File: src/rtl/wdg_pkg.sv
package wdg_pkg;

   localparam logic [1:0] ADDR_KEY  = 2'd0;
   localparam logic [1:0] ADDR_CLK  = 2'd1;
   localparam logic [1:0] ADDR_CTRL = 2'd2;
   localparam logic [1:0] ADDR_STAT = 2'd3;

   localparam logic [15:0] DEF_UNLOCK_KEY = 16'h0096;
   localparam logic [3:0]  DEF_STOP_CODE  = 4'b1010;

   typedef enum logic {
      ACT_RESET = 1'b0,
      ACT_NMI   = 1'b1
   } wdg_action_e;

endpackage

File: src/rtl/wdg_regs.sv
module wdg_regs
   import wdg_pkg::*;
#(
   parameter int DATA_W = 16,
   parameter int KEY_W  = 16,
   parameter int SRC_W  = 2,
   parameter int DIV_W  = 2,
   parameter int RUN_W  = 4,
   parameter logic [KEY_W-1:0] UNLOCK_KEY = KEY_W'(DEF_UNLOCK_KEY),
   parameter logic [RUN_W-1:0] STOP_CODE  = RUN_W'(DEF_STOP_CODE)
) (
   input  logic              clk,
   input  logic              rst_n,
   input  logic              wr_en,
   input  logic [1:0]        wr_addr,
   input  logic [DATA_W-1:0] wr_data,
   input  logic              debug,
   output logic              unlocked,
   output logic [SRC_W-1:0]  src_sel,
   output logic [DIV_W-1:0]  div_sel,
   output logic              run_active,
   output wdg_action_e       action,
   output logic              cnt_clr,
   output logic              flag_clr
);

   localparam int DIV_LSB   = SRC_W;
   localparam int DBG_BIT   = RUN_W;
   localparam int ACT_BIT   = RUN_W + 1;
   localparam int CLR_BIT   = RUN_W + 2;
   localparam int FLAG_BIT  = 0;

   logic [KEY_W-1:0] key_q;
   logic [RUN_W-1:0] run_q;
   logic             dbg_run_q;
   wdg_action_e      act_q;
   logic [SRC_W-1:0] src_q;
   logic [DIV_W-1:0] div_q;

   logic wr_key, wr_clk, wr_ctrl, wr_stat;

   always_comb begin
      wr_key  = wr_en && (wr_addr == ADDR_KEY);
      wr_clk  = wr_en && (wr_addr == ADDR_CLK);
      wr_ctrl = wr_en && (wr_addr == ADDR_CTRL);
      wr_stat = wr_en && (wr_addr == ADDR_STAT);
   end

   assign unlocked = (key_q == UNLOCK_KEY);

   always_ff @(posedge clk or negedge rst_n) begin
      if (!rst_n) begin
         key_q <= '0;
      end else if (wr_key) begin
         key_q <= wr_data[KEY_W-1:0];
      end
   end

   always_ff @(posedge clk or negedge rst_n) begin
      if (!rst_n) begin
         src_q <= '0;
         div_q <= '0;
      end else if (wr_clk && unlocked) begin
         src_q <= wr_data[SRC_W-1:0];
         div_q <= wr_data[DIV_LSB +: DIV_W];
      end
   end

   always_ff @(posedge clk or negedge rst_n) begin
      if (!rst_n) begin
         run_q     <= STOP_CODE;
         dbg_run_q <= 1'b0;
         act_q     <= ACT_RESET;
      end else if (wr_ctrl) begin
         run_q     <= wr_data[RUN_W-1:0];
         dbg_run_q <= wr_data[DBG_BIT];
         act_q     <= wdg_action_e'(wr_data[ACT_BIT]);
      end
   end

   assign cnt_clr    = wr_ctrl && wr_data[CLR_BIT];
   assign flag_clr   = wr_stat && wr_data[FLAG_BIT];
   assign run_active = (run_q != STOP_CODE) && (!debug || dbg_run_q);
   assign src_sel    = src_q;
   assign div_sel    = div_q;
   assign action     = act_q;

   AST_LOCKED_CFG_HOLD: assert property (@(posedge clk) disable iff (!rst_n)
      !unlocked |=> ($stable(src_sel) && $stable(div_sel)));

   AST_KEY_UNLOCKS: assert property (@(posedge clk) disable iff (!rst_n)
      (wr_key && (wr_data[KEY_W-1:0] == UNLOCK_KEY)) |=> unlocked);

   AST_KEY_RELOCKS: assert property (@(posedge clk) disable iff (!rst_n)
      (wr_key && (wr_data[KEY_W-1:0] != UNLOCK_KEY)) |=> !unlocked);

   AST_DEBUG_HALT: assert property (@(posedge clk) disable iff (!rst_n)
      (debug && !dbg_run_q) |-> !run_active);

endmodule

File: src/rtl/wdg_clkdiv.sv
module wdg_clkdiv #(
   parameter int NSRC  = 4,
   parameter int SRC_W = 2,
   parameter int DIV_W = 2
) (
   input  logic             clk,
   input  logic             rst_n,
   input  logic [NSRC-1:0]  src_tick,
   input  logic [SRC_W-1:0] src_sel,
   input  logic [DIV_W-1:0] div_sel,
   input  logic             phase_clr,
   output logic             cnt_tick
);

   localparam int PH_W = (1 << DIV_W) - 1;

   logic            sel_tick;
   logic [PH_W-1:0] phase_q;
   logic [PH_W-1:0] mask;

   generate
      if (NSRC == 1) begin : g_single_src
         assign sel_tick = src_tick[0];
      end else begin : g_multi_src
         always_comb begin
            sel_tick = 1'b0;
            for (int i = 0; i < NSRC; i++) begin
               if (src_sel == SRC_W'(i)) sel_tick = src_tick[i];
            end
         end
      end
   endgenerate

   always_comb begin
      for (int i = 0; i < PH_W; i++) begin
         mask[i] = (i < int'(div_sel));
      end
   end

   always_ff @(posedge clk or negedge rst_n) begin
      if (!rst_n) begin
         phase_q <= '0;
      end else if (phase_clr) begin
         phase_q <= '0;
      end else if (sel_tick) begin
         phase_q <= phase_q + PH_W'(1);
      end
   end

   assign cnt_tick = sel_tick && ((phase_q & mask) == mask);

   AST_TICK_FROM_SOURCE: assert property (@(posedge clk) disable iff (!rst_n)
      cnt_tick |-> (src_tick != '0));

   AST_PHASE_CLEARED: assert property (@(posedge clk) disable iff (!rst_n)
      phase_clr |=> (phase_q == '0));

endmodule

File: src/rtl/wdg_count.sv
module wdg_count
   import wdg_pkg::*;
#(
   parameter int CNT_W = 10
) (
   input  logic             clk,
   input  logic             rst_n,
   input  logic             tick,
   input  logic             run_active,
   input  logic             clr,
   input  wdg_action_e      action,
   input  logic             flag_clr,
   output logic [CNT_W-1:0] count,
   output logic             nmi_pulse,
   output logic             rst_pulse,
   output logic             nmi_flag
);

   localparam logic [CNT_W-1:0] CNT_MAX = '1;

   logic [CNT_W-1:0] cnt_q;
   logic             advance;
   logic             wrap;

   assign advance = tick && run_active && !clr;
   assign wrap    = advance && (cnt_q == CNT_MAX);

   always_ff @(posedge clk or negedge rst_n) begin
      if (!rst_n) begin
         cnt_q <= '0;
      end else if (clr) begin
         cnt_q <= '0;
      end else if (advance) begin
         cnt_q <= cnt_q + CNT_W'(1);
      end
   end

   always_ff @(posedge clk or negedge rst_n) begin
      if (!rst_n) begin
         nmi_pulse <= 1'b0;
         rst_pulse <= 1'b0;
      end else begin
         nmi_pulse <= wrap && (action == ACT_NMI);
         rst_pulse <= wrap && (action == ACT_RESET);
      end
   end

   always_ff @(posedge clk or negedge rst_n) begin
      if (!rst_n) begin
         nmi_flag <= 1'b0;
      end else if (wrap && (action == ACT_NMI)) begin
         nmi_flag <= 1'b1;
      end else if (flag_clr) begin
         nmi_flag <= 1'b0;
      end
   end

   assign count = cnt_q;

   AST_STEP_OR_ZERO: assert property (@(posedge clk) disable iff (!rst_n)
      (count != $past(count)) |-> ((count == $past(count) + CNT_W'(1)) || (count == '0)));

   AST_STOPPED_HOLDS: assert property (@(posedge clk) disable iff (!rst_n)
      (!run_active && !clr) |=> $stable(count));

   AST_CLR_ZERO: assert property (@(posedge clk) disable iff (!rst_n)
      clr |=> (count == '0));

   AST_NMI_SINGLE: assert property (@(posedge clk) disable iff (!rst_n)
      nmi_pulse |=> !nmi_pulse);

   AST_RST_SINGLE: assert property (@(posedge clk) disable iff (!rst_n)
      rst_pulse |=> !rst_pulse);

   AST_RST_RESTART: assert property (@(posedge clk) disable iff (!rst_n)
      rst_pulse |-> (count == '0));

   AST_NMI_SETS_FLAG: assert property (@(posedge clk) disable iff (!rst_n)
      nmi_pulse |-> nmi_flag);

endmodule

File: src/rtl/wdog_guard.sv
module wdog_guard
   import wdg_pkg::*;
#(
   parameter int NSRC   = 4,
   parameter int SRC_W  = 2,
   parameter int DIV_W  = 2,
   parameter int CNT_W  = 10,
   parameter int DATA_W = 16,
   parameter int KEY_W  = 16,
   parameter int RUN_W  = 4,
   parameter logic [KEY_W-1:0] UNLOCK_KEY = KEY_W'(DEF_UNLOCK_KEY),
   parameter logic [RUN_W-1:0] STOP_CODE  = RUN_W'(DEF_STOP_CODE)
) (
   input  logic              clk,
   input  logic              rst_n,
   input  logic [NSRC-1:0]   src_tick_i,
   input  logic              debug_i,
   input  logic              wr_en_i,
   input  logic [1:0]        wr_addr_i,
   input  logic [DATA_W-1:0] wr_data_i,
   output logic [CNT_W-1:0]  count_o,
   output logic              nmi_o,
   output logic              rst_req_o,
   output logic              nmi_flag_o,
   output logic              unlocked_o,
   output logic [SRC_W-1:0]  clk_src_o,
   output logic [DIV_W-1:0]  clk_div_o
);

   generate
      if (CNT_W < 2) begin : g_chk_cnt
         $error("wdog_guard: CNT_W must be at least 2");
      end
      if (NSRC < 1 || NSRC > (1 << SRC_W)) begin : g_chk_src
         $error("wdog_guard: NSRC must fit the source field");
      end
      if (DIV_W < 1 || DIV_W > 3) begin : g_chk_div
         $error("wdog_guard: DIV_W must be 1 to 3");
      end
      if (DATA_W < KEY_W || DATA_W < RUN_W + 3 || DATA_W < SRC_W + DIV_W) begin : g_chk_data
         $error("wdog_guard: DATA_W too narrow for the register fields");
      end
   endgenerate

   logic        run_active;
   logic        cnt_clr;
   logic        flag_clr;
   logic        cnt_tick;
   wdg_action_e action;

   wdg_regs #(
      .DATA_W     (DATA_W),
      .KEY_W      (KEY_W),
      .SRC_W      (SRC_W),
      .DIV_W      (DIV_W),
      .RUN_W      (RUN_W),
      .UNLOCK_KEY (UNLOCK_KEY),
      .STOP_CODE  (STOP_CODE)
   ) u_regs (
      .clk        (clk),
      .rst_n      (rst_n),
      .wr_en      (wr_en_i),
      .wr_addr    (wr_addr_i),
      .wr_data    (wr_data_i),
      .debug      (debug_i),
      .unlocked   (unlocked_o),
      .src_sel    (clk_src_o),
      .div_sel    (clk_div_o),
      .run_active (run_active),
      .action     (action),
      .cnt_clr    (cnt_clr),
      .flag_clr   (flag_clr)
   );

   wdg_clkdiv #(
      .NSRC  (NSRC),
      .SRC_W (SRC_W),
      .DIV_W (DIV_W)
   ) u_div (
      .clk       (clk),
      .rst_n     (rst_n),
      .src_tick  (src_tick_i),
      .src_sel   (clk_src_o),
      .div_sel   (clk_div_o),
      .phase_clr (cnt_clr),
      .cnt_tick  (cnt_tick)
   );

   wdg_count #(
      .CNT_W (CNT_W)
   ) u_cnt (
      .clk        (clk),
      .rst_n      (rst_n),
      .tick       (cnt_tick),
      .run_active (run_active),
      .clr        (cnt_clr),
      .action     (action),
      .flag_clr   (flag_clr),
      .count      (count_o),
      .nmi_pulse  (nmi_o),
      .rst_pulse  (rst_req_o),
      .nmi_flag   (nmi_flag_o)
   );

   AST_ONE_REQUEST: assert property (@(posedge clk) disable iff (!rst_n)
      !(nmi_o && rst_req_o));

   AST_RST_KEEPS_FLAG: assert property (@(posedge clk) disable iff (!rst_n)
      (rst_req_o && !($past(wr_en_i) && ($past(wr_addr_i) == ADDR_STAT))) |-> $stable(nmi_flag_o));

endmodule

File: config.mk
export PLATFORM = sky130hd
export DESIGN_NAME = wdog_guard
export DESIGN_NICKNAME = d
export VERILOG_FILES = /design/src/rtl/wdg_pkg.sv /design/src/rtl/wdg_regs.sv /design/src/rtl/wdg_clkdiv.sv /design/src/rtl/wdg_count.sv /design/src/rtl/wdog_guard.sv
export SDC_FILE = /design/constraint.sdc
export NUM_CORES = 1
export LEC_CHECK = 0
export BUFFER_PORTS_ARGS = -buffer_cell sky130_fd_sc_hd__buf_2
export CAP_MARGIN = 25
export CELL_PAD_IN_SITES_DETAIL_PLACEMENT = 1
export CELL_PAD_IN_SITES_GLOBAL_PLACEMENT = 2
export CORE_UTILIZATION = 30
export CTS_CLUSTER_SIZE = 28
export DETAILED_ROUTE_END_ITERATION = 8
export PLACE_DENSITY_LB_ADDON = 0.1
export REMOVE_ABC_BUFFERS = 1
export SLEW_MARGIN = 40
export SYNTH_ARGS = -nofsm -noshare
export SYNTH_HDL_FRONTEND = slang
export SYNTH_SLANG_ARGS = --single-unit
File: constraint.sdc
create_clock -name clk -period 2.39 [get_ports clk]
set_clock_uncertainty 0.15 [all_clocks]
set_input_delay 0.1195 -clock clk [delete_from_list [all_inputs] [get_ports clk]]
set_output_delay 0.1195 -clock clk [all_outputs]
set_load 0.01 [all_outputs]
Word-level counts from Yosys, hierarchy flattened. Cells that the tools add are included.

Mux-type cells: 10. Reduce and logical (&&, ||, !) cells: 22. Bitwise logic cells: 2. Magnitude comparators: 3. $add $sub $neg: 2. Eq/ne operators: 10.

Operators with widths (number): 10-bit two-way mux (2); 16-bit by 8-bit == test with 1-bit output, second input constant (1); 1-bit logical AND (14); 10-bit by 1-bit adder with 10-bit output, second input constant (1); 10-bit == test, second input constant (1); 2-bit == test, second input constant (4); 1-bit two-way mux (6); 3-bit two-way mux (2); 2-bit nonzero test (3); 2-bit by 1-bit == test with 1-bit output, second input constant (2); 2-bit zero test (2); 1-bit by 2-bit less-than comparator with 1-bit output, first input constant (2); 4-bit inequality test, second input constant (1); 3-bit by 1-bit adder with 3-bit output, second input constant (1); 3-bit AND (1); 3-bit == test (1); 1-bit zero test (2); 2-bit less-than comparator, first input constant (1); 1-bit logical OR (1); 1-bit inverter (1).

Input port bits: 26. Output and inout port bits: 18. Register bits after elaboration: 42.

Depth between registers and ports, before layout.
Depth in word-level cells: 11. Mapped depth: 6. Gate-level depth less buffers: 4.

Hierarchy. A second synthesis with hierarchy kept.

Cell total of the unflattened synthesis: 145. Area total of the unflattened synthesis: 1896.8 sq um.

Modules (own cells, without submodules): wdg_regs (sequential area each 653.1 sq um, area an instance 1092.3 sq um, instances 1, cells each 67); wdg_count (sequential area each 325.3 sq um, area an instance 616.8 sq um, instances 1, cells each 61); wdg_clkdiv (sequential area each 75.1 sq um, area an instance 187.7 sq um, instances 1, cells each 17).

Worst setup path before layout. Ideal clock, no wire load.

Kind: register to register. From: register u_regs.src_q[0] (netlist: u_regs.src_sel[0]). To: register u_cnt.nmi_flag. Path buffers: 1. Required time: 2.150 ns. Slack: 0.469 ns. Cell stages (with the launch flop): 6. Setup time: 0.090 ns. Arrival: 1.681 ns. Cells stage by stage: dfrtp_1 -> mux4_2 -> nand3_4 -> or3_1 -> buf_6 -> o31ai_4.

Word-level cells in the longest chain between the ends: 11. Elaborated cells between the ends (all ways): 15. Those cells by class: 3 x eq/ne; 5 x mux; 7 x reduce/logical.

Ends and longest elaborated chain: start: declaration (RTL line wdg_regs.sv:37) `logic [SRC_W-1:0] src_q;`; start signal: assignment (RTL line wdg_regs.sv:64) `src_q <= wr_data[SRC_W-1:0];`; 2-bit zero test (RTL line wdg_clkdiv.sv:28) `if (src_sel == SRC_W'(i)) sel_tick = src_tick[i];`; 1-bit two-way mux (3 in series) (RTL line wdg_clkdiv.sv:28); 1-bit two-way mux * (RTL line wdg_clkdiv.sv:28); 1-bit logical AND * (RTL line wdg_clkdiv.sv:50) `assign cnt_tick = sel_tick && ((phase_q & mask) == mask);`; 1-bit logical AND * (2 in series) (RTL line wdg_count.sv:25) `assign advance = tick && run_active && !clr;`; 1-bit logical AND * (RTL line wdg_count.sv:26) `assign wrap = advance && (cnt_q == CNT_MAX);`; 1-bit logical AND * (RTL line wdg_count.sv:51) `end else if (wrap && (action == ACT_NMI)) begin`; 1-bit two-way mux / 2-bit nonzero test (equally long branches); end signal: assignment (RTL line wdg_count.sv:50) `nmi_flag <= 1'b0;`; end signal: assignment (RTL line wdg_count.sv:52) `nmi_flag <= 1'b1;`; end signal: assignment (RTL line wdg_count.sv:54) `nmi_flag <= 1'b0;`; end: declaration (RTL line wdg_count.sv:16) `output logic nmi_flag`.

Mark *: on every way between the ends. The rest lies on a longest branch, timed or not. A chain may end at the register's enable or synchronous reset.

Worst setup path after layout.
From: register u_regs.key_q[9]. To: register u_regs.div_q[1] (netlist: u_regs.div_sel[1]).

Word-level cells in the longest chain between the ends: 2.

Ends and longest elaborated chain: start: declaration (RTL line wdg_regs.sv:33) `logic [KEY_W-1:0] key_q;`; start signal: assignment (RTL line wdg_regs.sv:55) `key_q <= wr_data[KEY_W-1:0];`; 16-bit by 8-bit == test with 1-bit output (RTL line wdg_regs.sv:49) `assign unlocked = (key_q == UNLOCK_KEY);`; 1-bit logical AND (RTL line wdg_regs.sv:63) `end else if (wr_clk && unlocked) begin`; end signal: assignment (RTL line wdg_regs.sv:65) `div_q <= wr_data[DIV_LSB +: DIV_W];`; end: declaration (RTL line wdg_regs.sv:38) `logic [DIV_W-1:0] div_q;`.

No other way between the ends.

==> run summary <==
• TNS Setup: 0 ns
• cell types with the largest area share after synthesis: dfrtp_1, mux2_2, mux2i_1
• worst hold-check slack: 0.102 ns
• run status: complete, no violations
• CP Max Fanout: 4
• end point of the most critical hold path: u_cnt.nmi_flag
• end of the worst register-to-register path: u_regs.div_sel[1]
• number of cell instances on the worst register-to-register path: 5
• total of warnings raised by yosys: 0
• worst-path cell chain: nor4_1 > nand4_1 > nor3_1 > buf_4 > mux2_2
• number of setup violations in the final report: 0
• hold path startpoint: wr_addr_i[1]
• total cell area at the placement stage: 2310 sq um
• worst vdd rail ir drop: 327 uV
• combined area of all synthesized cells: 1980 sq um
• slack of the critical path: 0.328 ns
• worst-case clock buffer depth: 2
• DRC Markers: 0
• post-detailed-routing wire length: 4990 microns
• launching element type of the critical path: flip-flop
• class of the worst hold path: in2reg
• area growth from synthesis to layout: 29.6%
• number of top-level pins: 44
• worst-path cell with the longest stage delay: nor4_1
• share of the yosys chip area belonging to registers: 0.531
• total power: 1.89 mW
• Die Wd: 83.3 microns
• diodes inserted: 0
• Max Clock Freq: 485 MHz
• endpoint type of the worst setup path: flip-flop
• Cells after Synth: 159
• fin crit period: 2.06 ns
• weighted congestion at the end of routability-driven global placement: 0.748
• area share of the largest cell type after synthesis: 0.504
• arrival time at the worst endpoint: 2.10 ns
• Distinct cells, synth: 34
• flop2flop setup slack: 0.33 ns
• routed wire length per instance: 16.4 microns
• Pleak: 1.19 nW
• RSZ-0062 raised after global routing: no
• launching point of the worst reg2reg path: u_regs.key_q[9]
• fraction of layout instances using a drive strength above 1: 0.379
• gr ovfl total: 0
• worst rel slew slack: 0.514
• clk root buf: clkbuf_8
• required time reported for the critical path endpoint: 2.43 ns
• synthesized flop and latch total: 42
• Site Rows: 29
• Final #Nets: 254
• Max-Cap Viols: 0
• initial antenna violation count: 0
• Inserted Clock Buffers: 5
• Period Utilization, post-route: 0.863
• number of cells in the finished layout apart from fillers: 304
• vias after detailed routing: 1509
• Slowest Stage Delay on Critical Path: 0.57 ns
• Pre-antenna DRT Iters: 4
• starting density of the core: 0.313
• die footprint: 6940 sq um
• number of buffers added on ports: 43
• proportion of register bits with asynchronous set or reset after synthesis: 1.00
• H-tree depth reported by CTS: 2
• die span in y: 83.3 microns
• actual transition at the worst max-transition pin: 0.727 ns
• post-detail-place hpwl: 3620 microns
• total track usage: 0.155
• Hold Fails Final Rpt: 0
• number of placed instances, taps included: 279
• via density per instance: 4.96
• vias in the first global route: 1615
• top flip-flop cell by instance count after synthesis: dfrtp_1
• category of the most critical setup path: reg2reg
• global-route wire length before repair: 8400 microns
• number of enable flip-flop cells after synthesis: 0
• Detailed Route Iter0 Violations: 61
• clock latency reported for the late side of the worst-skew pair: 0.30 ns
• final cell area excluding filler cells: 2570 sq um
• CTS tree: done
• number of slew-limit violations in the final report: 0
• clock input transition at the sequential cells of the worst setup and hold paths: 0.09 ns
• clock sink count: 42
• core footprint: 6350 sq um
• worst hold stages: 4
• Power Density: 736 nW/um^2
• synthesized area per cell: 12.5 sq um
• largest net degree at the start of global routing: 43
• most area-hungry cell type in the Yosys netlist: dfrtp_1
• residual antenna-violating net count after detailed routing: 0
• buffer count from post-CTS setup fixing: 0
• Post-Place Worst Slack: 0.389 ns
• Post-Route Utilization: 0.405
-- state kept, by name, summed over array words and instances (netlist names) --
signal	count
u_regs.dbg_run_q	1
u_regs.action	1
u_cnt.nmi_pulse	1
u_regs.key_q	16
u_cnt.nmi_flag	1
u_regs.src_sel	2
u_regs.div_sel	2
u_regs.run_q	4
u_div.phase_q	3
u_cnt.count	10
u_cnt.rst_pulse	1
-- cell usage in the layout (no fill, tap or decap), drive strengths merged, types with 2 or more instances in the layout --
master,netlist,final
nand3,4,4
mux2i,11,11
nor2,4,4
nand2b,11,11
ha,2,2
nor4bb,3,3
clkbuf,1,5
dlygate4sd3,0,17
nand2,15,15
mux2,26,26
nand4,5,5
nor4,10,10
dfrtp,40,40
buf,4,48
and3,2,2
nor3,3,3
inv,2,3
and4,2,2
dfstp,2,2
-- power breakdown --
part	total, mW	internal (mW)	switching, mW
sequential	0.983	0.850	0.132
clock	0.490	0.211	0.279
combinational	0.419	0.224	0.195
total	1.89	1.29	0.606
-- synthesized netlist by cell type (2+ instances only) --
library cell and number:
nand2b_1 11, nand3_1 3, nand4_1 5, inv_1 2, nand2_1 15, dfrtp_1 40
and3_1 2, nor4bb_1 3, ha_1 2, nor4_1 10, nor3_1 3, dfstp_2 2
nor2_1 4, and4_1 2, mux2i_1 11, mux2_2 23, mux2_1 3, buf_2 2
-- worst max-delay path, delay by kind of cell, from the launching register on --
family | cells | cell delay [ns]
multiplexers | 1 | 0.34
AND/OR/NAND/NOR | 3 | 0.90
buffers and inverters | 1 | 0.17
flip-flops | 1 | 0.39
-- worst max path at each step --
stage	startpoint	end	slack (ns)	depth (start not counted)
2_1_floorplan	u_regs.run_q[3]	u_cnt.count[0]	0.35	3
3_3_place_gp	u_regs.key_q[9]	u_regs.div_sel[1]	0.39	5
3_5_place_dp	u_regs.key_q[9]	u_regs.div_sel[1]	0.39	5
4_1_cts	u_regs.src_sel[0]	u_cnt.rst_pulse	0.37	4
5_1_grt	u_regs.src_sel[0]	u_cnt.rst_pulse	0.24	4
6_report	u_regs.key_q[9]	u_regs.div_sel[1]	0.33	5
-- layer usage --
metal  share of wire  global-route usage  routed length (microns)  vias up
met5               0                   0                        0        -
met4          0.0048              0.0392                       24        0
met3           0.029              0.0408                      144        2
li1                -                   -                        -      712
met1            0.47               0.211                     2330      766
met2            0.50               0.244                     2490       29
-- kinds of logic after synthesis --
kind of cell | after synthesis | share of synthesized area
buffers and inverters | 7 | 0.0183
XOR/XNOR | 2 | 0.00883
AO/OA/AOI/OAI | 4 | 0.0221
adder cells (fa/ha/maj) | 2 | 0.0126
flip-flops | 42 | 0.531
multiplexers | 38 | 0.214
AND/OR/NAND/NOR | 64 | 0.193
-- area by class of cell --
class | instances | area (sq um)
multi-input combinational | 110 | 895
clock buffer | 5 | 68.8
tap | 77 | 96.3
inverter | 2 | 7.51
timing repair buffer | 65 | 425
fill | 705 | 3780
clock inverter | 3 | 25.0
sequential | 42 | 1050
-- timing repair --
action / CTS / global route
hold endpoints to repair: 66 / 0
resized for setup: 0 / 0
hold buffers: 17 / 0
No activity file was read; power rests on OpenSTA's default activity.
